--- src/rtl/egress_gate_pkg.sv ---
package egress_gate_pkg;
  typedef enum logic {
    CLS_DATA = 1'b0,
    CLS_CTRL = 1'b1
  } frame_class_e;

  localparam int unsigned DEFAULT_SYNC_STAGES = 2;
endpackage

--- src/rtl/bp_sync.sv ---
module bp_sync #(
  parameter int unsigned STAGES = 2
) (
  input  logic clk,
  input  logic rst,
  input  logic raw_in,
  input  logic bypass,
  output logic bp_out
);
  localparam int unsigned LAST = (STAGES > 0) ? STAGES - 1 : 0;

  logic synced;

  generate
    if (STAGES == 0) begin : g_none
      assign synced = raw_in;
    end else begin : g_chain
      logic [LAST:0] chain;
      always_ff @(posedge clk) begin
        if (rst) chain <= '0;
        else begin
          chain[0] <= raw_in;
          for (int i = 1; i <= int'(LAST); i++) chain[i] <= chain[i-1];
        end
      end
      assign synced = chain[LAST];
    end
  endgenerate

  assign bp_out = bypass ? raw_in : synced;
endmodule

--- src/rtl/hold_policy.sv ---
module hold_policy
  import egress_gate_pkg::*;
(
  input  logic         bp_eff,
  input  logic         off,
  input  logic         legacy,
  input  logic         half_duplex,
  input  frame_class_e cls,
  output logic         blocked,
  output logic         any_blocked
);
  logic hold_data, hold_ctrl;

  always_comb begin
    hold_data = 1'b0;
    hold_ctrl = 1'b0;
    if (!off && bp_eff) begin
      if (!legacy) begin
        hold_data = 1'b1;
        hold_ctrl = 1'b1;
      end else if (!half_duplex) begin
        hold_data = 1'b1;
      end
    end
    blocked     = (cls == CLS_CTRL) ? hold_ctrl : hold_data;
    any_blocked = hold_data | hold_ctrl;
  end
endmodule

--- src/rtl/start_tracker.sv ---
module start_tracker (
  input  logic clk,
  input  logic rst,
  input  logic req_valid,
  input  logic req_blocked,
  input  logic frame_end,
  output logic grant,
  output logic busy
);
  logic grant_next;

  assign grant_next = !busy && req_valid && !req_blocked;

  always_ff @(posedge clk) begin
    if (rst) begin
      grant <= 1'b0;
      busy  <= 1'b0;
    end else begin
      grant <= grant_next;
      if (busy) busy <= !frame_end;
      else      busy <= grant_next;
    end
  end
endmodule

--- src/rtl/egress_hold_gate.sv ---
module egress_hold_gate
  import egress_gate_pkg::*;
#(
  parameter int unsigned SYNC_STAGES = DEFAULT_SYNC_STAGES
) (
  input  logic clk,
  input  logic rst,
  input  logic bp_in,
  input  logic cfg_bp_off,
  input  logic cfg_legacy,
  input  logic cfg_sync_bypass,
  input  logic cfg_half_duplex,
  input  logic req_valid,
  input  logic req_class,
  input  logic frame_end,
  output logic start_grant,
  output logic bp_active
);
  logic         bp_eff;
  logic         req_blocked;
  logic         any_blocked;
  logic         busy;
  frame_class_e cls;

  assign cls = frame_class_e'(req_class);

  bp_sync #(.STAGES(SYNC_STAGES)) u_sync (
    .clk    (clk),
    .rst    (rst),
    .raw_in (bp_in),
    .bypass (cfg_sync_bypass),
    .bp_out (bp_eff)
  );

  hold_policy u_policy (
    .bp_eff      (bp_eff),
    .off         (cfg_bp_off),
    .legacy      (cfg_legacy),
    .half_duplex (cfg_half_duplex),
    .cls         (cls),
    .blocked     (req_blocked),
    .any_blocked (any_blocked)
  );

  start_tracker u_track (
    .clk         (clk),
    .rst         (rst),
    .req_valid   (req_valid),
    .req_blocked (req_blocked),
    .frame_end   (frame_end),
    .grant       (start_grant),
    .busy        (busy)
  );

  always_ff @(posedge clk) begin
    if (rst) bp_active <= 1'b0;
    else     bp_active <= any_blocked;
  end
endmodule

--- config.mk ---
export PLATFORM = sky130hd
export DESIGN_NAME = egress_hold_gate
export DESIGN_NICKNAME = d
export VERILOG_FILES = /design/src/rtl/egress_gate_pkg.sv /design/src/rtl/bp_sync.sv /design/src/rtl/hold_policy.sv /design/src/rtl/start_tracker.sv /design/src/rtl/egress_hold_gate.sv
export SDC_FILE = /design/constraint.sdc
export NUM_CORES = 1
export LEC_CHECK = 0
export ABC_CLOCK_PERIOD_IN_PS = 1800
export CORE_AREA = 2 2 39 41
export DETAILED_ROUTE_END_ITERATION = 12
export DIE_AREA = 0 0 41 43
export PLACE_DENSITY = 0.46
export SLEW_MARGIN = 15
export SYNTH_ARGS = -nofsm -noshare
export SYNTH_HDL_FRONTEND = slang
export SYNTH_SLANG_ARGS = --single-unit
--- constraint.sdc ---
create_clock -name clk -period 1.8 [get_ports clk]
set_input_delay 0.27 -clock clk [delete_from_list [all_inputs] [get_ports clk]]
set_output_delay 0.27 -clock clk [all_outputs]
set_load 0.03 [all_outputs]
==> run summary, run 1 <==
The tools report the number of antenna violations at the first check in global routing as 0. The tools report the worst relative slew slack as 0.798. The final wirelength is 397 um. The worst hold path belongs to the class reg -> reg. The global router's overall resource usage is 0.0604.

The vertical extent of the die is 43 um. The max-capacitance violation count was 0; the share of flip-flops with an asynchronous set or reset was 0. In this run the power density over the cells is 858 nW/um2. The share of the clock period used by the worst path after layout is 0.812.

In this run the mean area of a mapped cell was 11.6 um2. The tools report the number of failing hold endpoints at the final stage as 0. Counting flops with a built-in enable in the synthesized netlist gives 0. For the fill cell total of the finished layout, the log shows 148. The critical path is of the reg -> out type. The number of buffers added on ports works out to 11. Summed over all cells, the static leakage comes to 0.000119 uW. The final critical delay including setup and external delays was 1.46 ns; the count of yosys warnings during synthesis was 0.

The largest delay contributor family on the critical path was buffers and inverters. STA classifies the critical path endpoint as an output pin. Ranked by total cell area, the synthesized netlist is headed by sky130_fd_sc_hd__dfxtp_1 54%, sky130_fd_sc_hd__a2111oi_2 8.1%, sky130_fd_sc_hd__mux2i_2 7.4%, sky130_fd_sc_hd__nor2b_1 6.8%, sky130_fd_sc_hd__o311ai_1 4.7%.

At the later pin of the worst-skew pair, clock insertion delay measures 0.24 ns. Entering global routing, the biggest net connects 6 pins. The first global-routing pass estimated 614 um of wire. In this run, post-CTS repair resized a total of 0 instances. The die area is 1760 um2. Once the clock tree was built, the setup fixing pass inserted 0 buffers. The most frequent cell after synthesis is sky130_fd_sc_hd__dfxtp_1. The routed layout has 171 vias. In this run the deepest clock path goes through 2 buffers. The routability congestion estimate was 0.525; the data arrival time of the worst path was 1.19 ns. The run gives 0.134 as the initial core utilization.

In the final routing, the length of wire on met1 measures 210 um. Largest vdd supply drop: 0.366 mV. The run gives 12 as the top-level port count. The run gives 0 as the number of pins exceeding their max-slew limit in the final report. The maximum fanout count along the critical path was 1; the critical path data required time was 1.53 ns.

After detailed routing, the number of vias per cell comes to 3.64. The maximum achievable frequency was 684 MHz. The remaining design rule violation count came out at 0.

The worst setup path is launched from a flip-flop. The first routing iteration left 0 violations. Summed over all instances, the cell type with the most area after synthesis is sky130_fd_sc_hd__dfxtp_1.

Measured along the x axis, the die boundary spans 41 um. The clock slew at the register clock pins of the worst setup and hold paths is 0.04 ns, and the share of the yosys chip area belonging to registers is 0.541. For the final routed database, the setup TNS stands at 0 ns. Summing every instance area after synthesis gives 185 um2. Detailed routing placed a total of 126 um of wire on met2. The tools report the count of cell types in the netlist as 11. The register bit total from synthesis was 5.

Final antenna diode count: 0. Setup repair after global routing left no endpoint under its margin. Primary flip-flop cell chosen by synthesis mapping: sky130_fd_sc_hd__dfxtp_1. The flow ran to the end, and the final reports show no timing, DRC or antenna violations.

The fraction of synthesized cell area taken by the top area cell type works out to 0.541. The total power draw came out at 293 uW. The via count of the first global-routing pass came out at 158. The number of cells produced by synthesis was 16. In the synthesized netlist, the cells that appear most often are 5 x sky130_fd_sc_hd__dfxtp_1, 2 x sky130_fd_sc_hd__nor2b_1. The number of detailed-route iterations in the first pass was 1; the row count was 14. For the final number of setup-violating endpoints, the log shows 0.

Highest metal layer used by the detailed router: met3. The number of buffer and inverter stages on the critical path was 1. The cts-stage hold buffer count came out at 0.

TritonCTS built the clock tree. After detailed routing, the met3 layer carries 60 um of wire. Global routing finished with a remaining overflow of 0.

Traced cell by cell, the critical path runs through clkdlybuf4s50_1. The total core area is 1380 um2. In this run, CTS created clock tree buffers numbering 3. At the pin with the least slew margin, the transition time is 0.302 ns.

Average detailed-routed wire length per instance: 8.45 um. Compared with the post-synthesis result, the final layout area differs by 84.5%. The tree built by TritonCTS fans out to 5 sinks. The count of nets left with antenna violations once routing finished came out at 0.

On the worst path, the slowest cell contributes a delay of 0.65 ns. The ratio of cells with drive above 1 in the final layout was 0.161. The count of H-tree levels built during CTS came out at 1. The cell sitting at the root of the clock tree is a sky130_fd_sc_hd__clkbuf_4.

The largest individual stage delay along the critical path comes from the cell sky130_fd_sc_hd__clkdlybuf4s50_1. The run gives 42 as the final net count. The setup skew after layout is 0.00129 ns, and the total nets after synthesis is 26.
placed cells by master (no fill, tap or decap):
cell type and n:
sky130_fd_sc_hd__a2111oi_2 1, sky130_fd_sc_hd__a21oi_1 1, sky130_fd_sc_hd__o21a_1 1, sky130_fd_sc_hd__dfxtp_1 5, sky130_fd_sc_hd__clkbuf_1 1, sky130_fd_sc_hd__clkdlybuf4s50_1 11, sky130_fd_sc_hd__nor2b_1 2, sky130_fd_sc_hd__mux2i_2 1
sky130_fd_sc_hd__o31ai_1 1, sky130_fd_sc_hd__clkbuf_4 3, sky130_fd_sc_hd__o311ai_1 1, sky130_fd_sc_hd__nor3_1 1, sky130_fd_sc_hd__nand2b_1 1, sky130_fd_sc_hd__inv_1 1
metal layers:
metal  track usage  vias to the layer above
met5             0                        -
met4        0.0600                        0
met3        0.0628                        0
met2        0.0594                       12
met1        0.0649                       68
li1              -                       91
power by group:
| group | leakage [uW] | internal [uW] | switching, uW | total [uW] |
|---|---|---|---|---|
| clock | 0.0000150 | 83.7 | 44.8 | 129 |
| sequential | 0.0000413 | 117 | 2.13 | 119 |
| combinational | 0.0000625 | 28.2 | 16.9 | 45.2 |
| total | 0.000119 | 229 | 63.9 | 293 |
state kept, by name, summed over array words and instances, names as in the netlist:
| signal | cells |
|---|---|
| u_track.grant | 1 |
| u_sync.g_chain.chain | 2 |
| bp_active | 1 |
| u_track.busy | 1 |
final timing paths:
path / end / cells after the start / start / slack [ns]
setup / recovery: start_grant / 1 / u_track.grant / 0.34
hold / removal: u_track.grant / 1 / u_track.busy / 0.44
setup reg to reg: u_track.busy / 3 / u_sync.g_chain.chain[1] / 0.90
hold reg to reg: u_track.grant / 1 / u_track.busy / 0.44
kinds of logic (layout without fill, tap and decap cells):
logic type      Yosys count  after routing  synth area share
compound gates            5              5             0.236
mux                       1              1            0.0743
buf+inv                   1             16            0.0203
simple gates              4              4             0.128
flops                     5              5             0.541
per-stage QoR:
stage          hold slack, ns  cell area, um2  instances  setup slack (ns)  utilization
2_1_floorplan           0.339             185         16             0.919            -
3_3_place_gp            0.428             315         43             0.432        0.228
3_5_place_dp            0.442             315         43             0.372        0.228
4_1_cts                 0.448             342         47             0.321        0.247
5_1_grt                 0.460             342         47             0.285        0.247
6_report                0.444             342         47             0.338        0.247
area by class of cell:
class,count,area (um2),share of cell area
Sequential cell,5,100,0.293
Clock buffer,4,26.3,0.0769
Tap cell,16,20.0,0.0586
Multi-Input combinational cell,10,81.3,0.238
Timing Repair Buffer,11,110,0.322
Inverter,1,3.75,0.0110
No activity file was read; power rests on OpenSTA's default activity.
==> inputs of run 2 (changes only) <==
--- a/config.mk
+++ b/config.mk
@@ -5,7 +5,7 @@
 export SDC_FILE = /design/constraint.sdc
 export NUM_CORES = 1
 export LEC_CHECK = 0
-export ABC_CLOCK_PERIOD_IN_PS = 1800
+export ABC_CLOCK_PERIOD_IN_PS = 1410
 export CORE_AREA = 2 2 39 41
 export DETAILED_ROUTE_END_ITERATION = 12
 export DIE_AREA = 0 0 41 43
==> constraint.sdc (replaced) <==
create_clock -name clk -period 1.41 [get_ports clk]
set_input_delay 0.2115 -clock clk [delete_from_list [all_inputs] [get_ports clk]]
set_output_delay 0.2115 -clock clk [all_outputs]
set_load 0.03 [all_outputs]
==> run 2 against run 1 <==
Effect of this change: routed wire length rose by 6.3%; highest routed layer unchanged; global-route usage fell by 0.21 points; worst setup slack got worse by 0.056 ns; sequential cell count did not move; total power rose by 25%; register-to-register slack got worse by 0.39 ns; largest cell class unchanged; design area fell by 0.73%; critical path type unchanged; non-clock buffer count did not move; via count rose by 7.6%; critical path depth did not move; clock power rose by 23%; critical endpoint is now bp_active.
==> run summary, run 2 (same netlist as run 1, synthesis figures left out) <==
The run finished with clean final reports. In this run the deepest clock path goes through 2 buffers. Critical path startpoint: bp_active. The number of cells on the worst reg-to-reg path is 3. The tools report the met2 demand-to-capacity share in global routing as 0.0813. The number of antenna diodes in the final layout is 0.

For this design, the slowest cell found on the critical path is sky130_fd_sc_hd__dlygate4sd2_1. The critical path is of the reg -> out type. Sink count of the clock tree: 5. Most common cell after layout, fill and taps aside: sky130_fd_sc_hd__clkdlybuf4s50_1. The most critical setup path has its endpoint at bp_active. With fillers left out, the area of the finished cells amounts to 339 um2. For the cell count after placement, the log shows 43.

The routability congestion estimate was 0.524; the count of cell instances traversed by the critical path was 1. The initial core utilization was 0.134. The largest delay contributor family on the critical path is buffers and inverters. For this run, the number of standard cells in the final layout without fillers is 47.

Top-level port count: 12. The die is 43 um tall. The count of buffers added on input and output ports is 11. Final net count: 42. The maximum fanout count along the critical path is 1.

The logs give 184 for the routed via count and 0 for the number of antenna violations at the first check in global routing. For this design the ratio of total power to cell area is 1080 nW/um2. The number of flip-flops in the largest register works out to 2. Row generation in the floorplan step produced 14 rows.

The met1 track utilization from global routing is 0.0453. For the final routed database, the setup TNS stands at 0 ns. The average detailed-routed wire length per instance was 8.98 um.

The tools report the worst relative slew slack as 0.800. The tools report the number of failing hold endpoints at the final stage as 0. The detail route stage leaves a number of antenna-violating nets equal to 0. Relative to the synthesized area, the layout overhead comes to 83.1%.

In this run the critical register-to-register path is launched from u_sync.g_chain.chain[1]. The floorplan step defined a die boundary enclosing 1760 um2. First-pass GRT wire length: 607 um. The worst-skew pair later-pin latency was 0.24 ns; the number of detailed-route iterations in the first pass was 4. The signal on the critical path passes through dlygate4sd2_1. Across the routed clock network, the largest skew measured is 0.000797 ns. Max-cap violations in this run came to 0. Final critical delay including setup and external delays: 1.13 ns.

The final wirelength was 422 um. Data on the critical path arrives at its endpoint at 0.92 ns. The number of buffer and inverter stages on the critical path was 1.

Clock tree synthesis selected as its root buffer the cell sky130_fd_sc_hd__clkbuf_4. In this run, CTS created clock tree buffers numbering 3. Measured along the x axis, the die boundary spans 41 um.

The global router's overall resource usage was 0.0584; the final number of setup-violating endpoints was 0. Once placement finished, the instance area stood at 315 um2. After detailed routing, the number of remaining DRC violations is 0. In this run the register-to-register setup slack is 0.51 ns. The ratio of cells with drive above 1 in the final layout was 0.161. Startpoint kind of the worst setup timing path: a flip-flop. The clock slew at the register clock pins of the worst setup and hold paths is 0.04 ns, and the via count normalized by instance count is 3.91. The critical path capture point type was an output pin.

The share of the clock period used by the worst path after layout was 0.800; the count of H-tree levels built during CTS was 1. The tightest min-delay check is of the reg -> reg type. The transition time of the tightest slew-check pin was 0.301 ns.

Number of pins exceeding their max-slew limit in the final report: 0. For this run, the slowest stage of the critical path takes 0.38 ns. The logs give 0.0628 for the met3 track demand over resource in global routing and 0 for the cts-stage hold buffer count.

TritonCTS built the clock tree. The worst flop-to-flop path endpoint is u_track.busy. Setup repair after global routing left no endpoint under its margin. Global routing finished with a remaining overflow of 0. For this design the static power due to leakage is 0.000127 uW. VDD sags by at most 0.593 mV. The largest register by flop count was u_sync.g_chain.chain.

The logs give 151 for the fill cell total of the finished layout and 6 for the pin count of the biggest net entering global routing. The tools report the via count of the first global-routing pass as 187. The top cell types in the final layout, fill and taps aside, are 9 x sky130_fd_sc_hd__clkdlybuf4s50_1, 5 x sky130_fd_sc_hd__dfxtp_1, 3 x sky130_fd_sc_hd__clkbuf_4. The maximum achievable frequency is 887 MHz. The tools report the iteration-0 DRC count of the detailed router as 1.

The total core area was 1380 um2. The highest-utilization routing layer at the global route stage was met2. At the worst endpoint, the required time is 1.20 ns.
[run 2: layer usage]
layer / vias up / wire length, um
met1: 81 / 163
li1: 89 / -
met5: - / 0
met4: 0 / 0
met3: 0 / 86
met2: 14 / 172
[run 2: layout make-up]
type                       count  area [um2]  share of cell area
clock buffer                   4        26.3              0.0775
inverter                       1        3.75              0.0111
multi-input combinational     10        81.3               0.240
sequential                     5         100               0.295
tap                           16        20.0              0.0590
timing repair buffer          11         108               0.317
[run 2: through the flow]
| step | setup WS [ns] | hold WS, ns | util | power, uW |
|---|---|---|---|---|
| 4_1_cts | 0.263 | 0.440 | 0.245 | 378 |
| 2_1_floorplan | 0.564 | 0.280 | - | 175 |
| 3_5_place_dp | 0.0519 | 0.428 | 0.228 | 213 |
| 3_3_place_gp | 0.0910 | 0.429 | 0.228 | 212 |
| 6_report | 0.282 | 0.434 | 0.245 | 368 |
| 5_1_grt | 0.228 | 0.459 | 0.245 | 392 |
[run 2: where the power goes]
| part | internal, uW | switching [uW] | total, uW |
|---|---|---|---|
| clock network | 107 | 52.1 | 159 |
| logic | 34.2 | 22.3 | 56.5 |
| registers | 150 | 2.72 | 152 |
[run 2: repair_timing]
item                       in CTS  in global routing
setup buffers                   0                  0
setup endpoints to repair       2                  0
gates resized for setup         2                  0
[run 2: worst min-delay path by stage]
| stage | from | endpoint | slack, ns | depth (start not counted) |
|---|---|---|---|---|
| 2_1_floorplan | cfg_bp_off | bp_active | 0.28 | 1 |
| 3_3_place_gp | u_sync.g_chain.chain[0] | u_sync.g_chain.chain[1] | 0.43 | 1 |
| 3_5_place_dp | u_sync.g_chain.chain[0] | u_sync.g_chain.chain[1] | 0.43 | 1 |
| 4_1_cts | u_sync.g_chain.chain[0] | u_sync.g_chain.chain[1] | 0.44 | 1 |
| 5_1_grt | u_sync.g_chain.chain[0] | u_sync.g_chain.chain[1] | 0.46 | 1 |
| 6_report | u_sync.g_chain.chain[0] | u_sync.g_chain.chain[1] | 0.43 | 1 |
